File: src/rtl/tfm_pkg.sv
package tfm_pkg;

    localparam int REG_W = 8;
    localparam int N_OC  = 4;
    localparam int N_IC  = 3;

    // bit positions shared by flag and enable registers
    localparam int OC_TOP_BIT = 7;   // OC1 at 7, OC2 at 6, ...
    localparam int SHARED_BIT = 3;
    localparam int IC_TOP_BIT = 2;   // IC1 at 2, IC2 at 1, IC3 at 0

    typedef logic [REG_W-1:0] reg_t;

    typedef struct packed {
        reg_t enab;
        reg_t flag;
        logic irq;
    } tfm_state_t;

endpackage

File: src/rtl/tfm_evt_route.sv
module tfm_evt_route
    import tfm_pkg::*;
(
    input  logic            clk,
    input  logic            rst_n,
    input  logic [N_OC-1:0] oc_evt,
    input  logic [N_IC-1:0] ic_evt,
    input  logic            ic4_evt,
    input  logic            oc5_evt,
    input  logic            cap4_sel,
    output reg_t            set_vec
);

    always_comb begin
        set_vec = '0;
        for (int i = 0; i < N_OC; i++) begin
            set_vec[OC_TOP_BIT-i] = oc_evt[i];
        end
        for (int j = 0; j < N_IC; j++) begin
            set_vec[IC_TOP_BIT-j] = ic_evt[j];
        end
        set_vec[SHARED_BIT] = cap4_sel ? ic4_evt : oc5_evt;
    end

    // the unselected source of the shared bit never requests a set
    a_r3_oc5_ignored: assert property (@(posedge clk) disable iff (!rst_n)
        (cap4_sel && !ic4_evt) |-> !set_vec[SHARED_BIT]);
    a_r3_ic4_ignored: assert property (@(posedge clk) disable iff (!rst_n)
        (!cap4_sel && !oc5_evt) |-> !set_vec[SHARED_BIT]);

endmodule

File: src/rtl/tfm_regs.sv
module tfm_regs
    import tfm_pkg::*;
(
    input  logic clk,
    input  logic rst_n,
    input  logic wr_enab,
    input  logic wr_flag,
    input  reg_t wdata,
    input  reg_t set_vec,
    output reg_t enab_o,
    output reg_t flag_o,
    output logic irq_o
);

    tfm_state_t st_d, st_q;

    always_comb begin
        st_d = st_q;
        if (wr_enab) begin
            st_d.enab = wdata;
        end
        if (wr_flag) begin
            st_d.flag = st_q.flag & ~wdata;
        end
        // new events take priority over a clear in the same cycle
        st_d.flag = st_d.flag | set_vec;
        st_d.irq  = |(st_d.flag & st_d.enab);
    end

    always_ff @(posedge clk or negedge rst_n) begin
        if (!rst_n) begin
            st_q <= '0;
        end else begin
            st_q <= st_d;
        end
    end

    assign enab_o = st_q.enab;
    assign flag_o = st_q.flag;
    assign irq_o  = st_q.irq;

    // a flag only rises after a strobe for that bit
    a_r2_set_only_by_event: assert property (@(posedge clk) disable iff (!rst_n)
        1'b1 |=> ((st_q.flag & ~$past(st_q.flag) & ~$past(set_vec)) == '0));
    // zero data bits never clear a flag
    a_r4_zero_keeps: assert property (@(posedge clk) disable iff (!rst_n)
        wr_flag |=> (($past(st_q.flag) & ~$past(wdata) & ~st_q.flag) == '0));
    // a strobe always lands, even against a clear
    a_r5_set_wins: assert property (@(posedge clk) disable iff (!rst_n)
        (|set_vec) |=> ((st_q.flag & $past(set_vec)) == $past(set_vec)));
    // the enable register takes the whole written byte
    a_r6_enab_store: assert property (@(posedge clk) disable iff (!rst_n)
        wr_enab |=> (st_q.enab == $past(wdata)));
    // request line matches pending enabled flags
    a_r7_irq_match: assert property (@(posedge clk) disable iff (!rst_n)
        irq_o == |(flag_o & enab_o));

endmodule

File: src/rtl/tfm_rdmux.sv
module tfm_rdmux
    import tfm_pkg::*;
#(
    parameter int              ADDR_W   = 8,
    parameter logic [ADDR_W-1:0] ENAB_OFS = 8'h22,
    parameter logic [ADDR_W-1:0] FLAG_OFS = 8'h23
) (
    input  logic [ADDR_W-1:0] addr,
    input  reg_t              enab,
    input  reg_t              flag,
    output reg_t              rdata
);

    always_comb begin
        rdata = '0;
        if (addr == ENAB_OFS) begin
            rdata = enab;
        end else if (addr == FLAG_OFS) begin
            rdata = flag;
        end
    end

endmodule

File: src/rtl/tmr_evt_irq_unit.sv
module tmr_evt_irq_unit
    import tfm_pkg::*;
#(
    parameter int                ADDR_W   = 8,
    parameter logic [ADDR_W-1:0] ENAB_OFS = 8'h22,
    parameter logic [ADDR_W-1:0] FLAG_OFS = 8'h23
) (
    input  logic              clk,
    input  logic              rst_n,
    input  logic [ADDR_W-1:0] bus_addr,
    input  logic              bus_wr,
    input  logic [7:0]        bus_wdata,
    output logic [7:0]        bus_rdata,
    input  logic [3:0]        oc_evt,
    input  logic [2:0]        ic_evt,
    input  logic              ic4_evt,
    input  logic              oc5_evt,
    input  logic              cap4_sel,
    output logic              irq
);

    reg_t set_vec;
    reg_t enab_q;
    reg_t flag_q;
    logic wr_enab;
    logic wr_flag;

    assign wr_enab = bus_wr && (bus_addr == ENAB_OFS);
    assign wr_flag = bus_wr && (bus_addr == FLAG_OFS);

    tfm_evt_route u_route (
        .clk      (clk),
        .rst_n    (rst_n),
        .oc_evt   (oc_evt),
        .ic_evt   (ic_evt),
        .ic4_evt  (ic4_evt),
        .oc5_evt  (oc5_evt),
        .cap4_sel (cap4_sel),
        .set_vec  (set_vec)
    );

    tfm_regs u_regs (
        .clk     (clk),
        .rst_n   (rst_n),
        .wr_enab (wr_enab),
        .wr_flag (wr_flag),
        .wdata   (bus_wdata),
        .set_vec (set_vec),
        .enab_o  (enab_q),
        .flag_o  (flag_q),
        .irq_o   (irq)
    );

    tfm_rdmux #(
        .ADDR_W   (ADDR_W),
        .ENAB_OFS (ENAB_OFS),
        .FLAG_OFS (FLAG_OFS)
    ) u_rdmux (
        .addr  (bus_addr),
        .enab  (enab_q),
        .flag  (flag_q),
        .rdata (bus_rdata)
    );

    // writes elsewhere leave both registers untouched
    a_r8_stray_write: assert property (@(posedge clk) disable iff (!rst_n)
        (bus_wr && !wr_enab && !wr_flag && set_vec == '0)
        |=> ($stable(enab_q) && $stable(flag_q)));
    // reset clears everything
    always_comb begin
        if (!rst_n) begin
            a_r1_reset_zero: assert (enab_q == '0 && flag_q == '0 && !irq);
        end
    end

endmodule

File: config.mk
export PLATFORM = sky130hd
export DESIGN_NAME = tmr_evt_irq_unit
export DESIGN_NICKNAME = d
export VERILOG_FILES = /design/src/rtl/tfm_pkg.sv /design/src/rtl/tfm_evt_route.sv /design/src/rtl/tfm_regs.sv /design/src/rtl/tfm_rdmux.sv /design/src/rtl/tmr_evt_irq_unit.sv
export SDC_FILE = /design/constraint.sdc
export NUM_CORES = 1
export LEC_CHECK = 0
export BUFFER_PORTS_ARGS = -buffer_cell sky130_fd_sc_hd__buf_2
export CAP_MARGIN = 40
export CORE_MARGIN = 2
export CORE_UTILIZATION = 50
export DETAILED_ROUTE_END_ITERATION = 8
export GPL_ROUTABILITY_DRIVEN = 0
export GPL_TIMING_DRIVEN = 0
export PLACE_DENSITY = 0.84
export SLEW_MARGIN = 20
export SYNTH_ARGS = -nofsm -noshare
export SYNTH_HDL_FRONTEND = slang
export SYNTH_HIERARCHICAL = 1
export SYNTH_SLANG_ARGS = --single-unit
File: constraint.sdc
create_clock -name clk -period 3.9 [get_ports clk]
set_clock_uncertainty 0.15 [all_clocks]
set_input_delay 0.585 -clock clk [delete_from_list [all_inputs] [get_ports clk]]
set_output_delay 0.585 -clock clk [all_outputs]
set_load 0.05 [all_outputs]
==> impl_metrics.ini, run 1 <==
[status]
outcome = finished clean

[yosys]
synthTopCellsByCount = dfrtp_1, nor3_1, a21o_1, mux2i_1, nand2_1
yosysTopAreaCellShare_pct = 45.0
synth_edf_count = 0
ys_ff_latch = 17
synth.distinct_cells = 19
async_flop_share_pct = 100
synth_area_sq_um = 946
synth_top_area_cell = dfrtp_1
yosysMostFrequentCell = dfrtp_1
syn_avg_cell_area_sq_um = 11.5
seq_area_frac_synth_pct = 45.0
syn_inst = 82
syn-num-nets = 111
yosysWarnings = 6
ys.flop_type = dfrtp_1
synth_area_leaders = dfrtp_1, mux2_4, mux2i_1

[clocking]
hold_buffers = 0
clkLatencyLatePin_ns = 0.28
cts_root_buf = clkbuf_4
cts_resized = 0
htree_levels = 1
cts_buffers = 3
cts_setup_buffers = 0
clkTransAtPathRegs_ns = 0.09
cts_sinks = 17
cts_buffer_depth = 2
cts_tree = done

[floorplanning]
io-pin-count = 38
die_y_um = 47.5
die_x_um = 47.5
start_util_pct = 54.2
die_area_sq_um = 2260
fp-row-count = 15
core_sq_um = 1750

[routing]
avgViaCountPerCell = 5.33
drtIter0Drc = 18
remaining_drc_errors = 0
finalWirelength_um = 1940
dr.pass1.iters = 7
num_vias = 752
wire_per_inst_um = 13.7
ant_nets = 0

[critical_path]
critPathKind = in -> out
start_kind = primary input
r2r_start = u_regs/enab_o[7]
reg2reg_depth = 3
crit_required_ns = 3.16
cp.arrival_ns = 1.91
endpoint_kind = primary output
regToRegSetupSlack_ns = 2.69
r2r-end = u_regs/irq_o
crit_fanout = 8

[power_and_ir_drop]
vdd_drop_max_v = 0.000190
powerDensity_nw_per_um2 = 292
leakage_nw = 0.539
power_uw = 337

[timing]
finalHoldViolCount = 0
slew_headroom_pct = 60.6
fin_ws_ns = 1.25
rsz0062_at_grt = no
slew_viol_final = 0
tns_ns = 0
min_period_ns = 2.65
timing.hold.ws_ns = 0.0500
period_share_pct = 67.9
tightest_slew_ns = 0.591
finalSetupViolCount = 0
fmax_ghz = 0.378

[grt]
grt_overflow = 0
grt_pass1_vias = 718
antenna_found_initial = 0
track_usage_pct = 18.9
grt_max_degree = 18
grt_first_pass_wirelength_um = 2920

[placement]
io_buffer_count = 30
dp_hpwl_um = 1530
placed_area_sq_um = 1130
post-place-ws_ns = 1.27
dp_cells = 137

[finish]
layout.nets = 146
fin_util_pct = 66.1
area_growth_pct = 22.0
drive_above_1_share_pct = 47.4
finalNonFillerCells = 141
fin_area_sq_um = 1150
antenna_cells = 0

[run]
maxCapViolCount = 0

[hold_path]
holdCritPathClass = in -> async
## critical path, cell delays in order
cell    delay, ns
buf_2        0.10
or4b_1       0.52
buf_2        0.20
nor3_1       0.21
buf_2        0.29
## registers in the layout, indices dropped and copies added (netlist names)
register	flops
u_regs/irq_o	1
u_regs/enab_o	8
u_regs/flag_o	8
## where the power goes
group / leakage (nW) / switching (mW) / internal [mW] / total [mW]
Combinational: 0.331 / 0.0327 / 0.0290 / 0.0617
Sequential: 0.193 / 0.00305 / 0.183 / 0.186
Clock: 0.0150 / 0.0494 / 0.0396 / 0.0890
Total: 0.539 / 0.0852 / 0.252 / 0.337
## cells by family after synthesis
kind of cell	Yosys count	share of synthesized area, %
AO/OA/AOI/OAI	12	11.1
buffers and inverters	13	8.99
flip-flops	17	45.0
multiplexers	17	21.6
AND/OR/NAND/NOR	23	13.4
## area by class of cell
cell class | count | area (sq um)
flip-flops and latches | 17 | 425
plain buffers | 12 | 81.3
inverters | 1 | 3.75
repair buffers | 30 | 150
well taps | 25 | 31.3
multi-input cells | 52 | 435
clock buffers | 4 | 26.3
fillers | 134 | 592
## routing by layer
layer	track usage [%]	routed length, um
met1	24.0	800
met3	3.02	184
met5	0	0
met2	32.7	942
met4	6.67	10
## worst max path at each step
stage / from / slack, ns / endpoint
3_5_place_dp: bus_addr[2] / 1.27 / bus_rdata[5]
5_1_grt: bus_addr[2] / 1.15 / bus_rdata[1]
3_3_place_gp: bus_addr[2] / 1.29 / bus_rdata[5]
6_report: bus_addr[2] / 1.25 / bus_rdata[5]
4_1_cts: bus_addr[2] / 1.25 / bus_rdata[5]
2_1_floorplan: bus_addr[2] / 0.81 / bus_rdata[0]
## placed cells by master, fill, tap and decap left out, types with 3 or more instances in the layout
cell / netlist / layout
a21o_1: 8 / 8
a22oi_2: 3 / 3
buf_2: 2 / 32
buf_4: 7 / 7
clkbuf_1: 2 / 3
clkbuf_4: 0 / 3
dfrtp_1: 17 / 17
mux2_4: 6 / 6
mux2i_1: 8 / 8
nand2_1: 8 / 8
nor3_1: 10 / 10
No activity file was read; power rests on OpenSTA's default activity.
==> run 2: changes to the inputs <==
CORE_UTILIZATION = 47   (was 50)
PLACE_DENSITY = 0.8   (was 0.84)
clock period = 2.65 ns   (was 3.9 ns; I/O delays follow)
==> run 2 against run 1 <==
Net effect: sequential share of layout area is 0.40 points lower; count of clock-buffer cells in the layout did not move; via count shrank 0.93%; hold slack gained 0.13 ns; sequential power rose by 47%; setup slack worse by 0.87 ns; sequential cell count stayed put; largest cell class unchanged; total power increased by 48%; non-clock buffer count increased by 1; critical path type unchanged; register-to-register slack worse by 1.3 ns; largest power group unchanged; first-iteration DRC count decreased by 67%.
==> impl_metrics.ini, run 2 (synthesis gave the netlist of run 1 again) <==
[status]
outcome = finished clean

[routing]
remaining_drc_errors = 0
wire_per_inst_um = 14.0
avgViaCountPerCell = 5.17
ant_nets = 0
finalWirelength_um = 2020
drtIter0Drc = 6
num_vias = 745
dr.pass1.iters = 4

[timing]
slew_viol_final = 0
finalSetupViolCount = 0
fmax_ghz = 0.442
slew_headroom_pct = 57.7
timing.hold.ws_ns = 0.180
rsz0062_at_grt = no
finalHoldViolCount = 0
tightest_slew_ns = 0.634
period_share_pct = 85.4
fin_ws_ns = 0.387
tns_ns = 0
min_period_ns = 2.26

[finish]
multi_input_area_sq_um = 435
nFillCells = 192
drive_above_1_share_pct = 47.0
mostFrequentLayoutCell = buf_2
finalNonFillerCells = 144
area_growth_pct = 23.3
seq_area_sq_um = 425
antenna_cells = 0
layout.nets = 147
fin_util_pct = 60.7
fin_area_sq_um = 1170
mostFrequentLayoutCells = buf_2, dfrtp_1, nor3_1

[floorplanning]
io-pin-count = 38
die_y_um = 48.9
start_util_pct = 49.2
core_sq_um = 1920
fp-row-count = 16
die_area_sq_um = 2390
die_x_um = 48.9

[clocking]
clkTransAtPathRegs_ns = 0.09
cts_resized = 0
cts_buffers = 3
htree_levels = 1
clkLatencyLatePin_ns = 0.28
cts_setup_buffers = 0
cts_root_buf = clkbuf_4
cts_tree = done
cts_buffer_depth = 2
cts_sinks = 17

[critical_path]
critPathKind = in -> out
cpMostUsedCell = buf_2
crit_fanout = 8
endpoint_kind = primary output
max_stage_delay_ns = 0.51
path_cells = buf_2 -> or4b_1 -> buf_2 -> nor3_1 -> buf_2
crit_required_ns = 2.10
regToRegSetupSlack_ns = 1.38
cp.arrival_ns = 1.72
cpMaxStageDelayCell = or4b_1
start_kind = primary input

[power_and_ir_drop]
vdd_drop_max_v = 0.000260
power_uw = 499
leakage_nw = 0.543
powerDensity_nw_per_um2 = 428

[grt]
grt_max_degree = 18
grt_pass1_vias = 795
grt_first_pass_wirelength_um = 3340
grt_overflow = 0
track_usage_pct = 18.4
antenna_found_initial = 0

[hold_path]
holdCritPathClass = in -> reg

[run]
maxCapViolCount = 0

[placement]
placed_area_sq_um = 1130
dp_cells = 139
io_buffer_count = 30
dp_hpwl_um = 1550
post-place-ws_ns = 0.261
==> run 2: cell count changes in the layout (fill, tap and decap cells not counted), sizes merged <==
| cell | delta |
|---|---|
| dlygate4sd3 | +1 |
==> run 2: layout make-up <==
| class | count | area share, % |
|---|---|---|
| inverter | 1 | 0.322 |
| multi-input combinational | 52 | 37.3 |
| timing repair buffer | 31 | 13.7 |
| clock buffer | 4 | 2.25 |
| buffer | 12 | 6.97 |
| sequential | 17 | 36.5 |
| tap | 27 | 2.90 |
==> run 2: critical path, delay by kind of cell <==
family | cells | cell delay [ns]
AND/OR/NAND/NOR | 2 | 0.73
buffers and inverters | 3 | 0.59
==> run 2: final timing paths <==
check	startpoint	to	depth (start not counted)
max in group asynchronous	rst_n	u_regs/enab_o[1]	2
hold reg to reg	u_regs/flag_o[3]	u_regs/flag_o[3]	1
min in group asynchronous	rst_n	u_regs/enab_o[4]	2
hold / removal	oc_evt[3]	u_regs/flag_o[4]	2
setup / recovery	bus_addr[2]	bus_rdata[3]	5
setup reg to reg	u_regs/enab_o[3]	u_regs/irq_o	3
==> run 2: per-layer routing <==
metal / vias to the layer above / track usage (%) / wire length, um
met4: 0 / 8.57 / 0
met5: - / 0 / 0
li1: 358 / - / -
met3: 0 / 3.68 / 156
met2: 35 / 31.1 / 946
met1: 352 / 22.7 / 916
==> run 2: repair_timing <==
item / CTS / global route
hold buffers: 1 / 0
hold endpoints to repair: 17 / 0
endpoints found under the setup margin: 0 / 0
==> run 2: report_power, final <==
group          switching [mW]  internal, mW
Sequential            0.00365         0.269
Clock                  0.0752        0.0584
Combinational          0.0494        0.0436
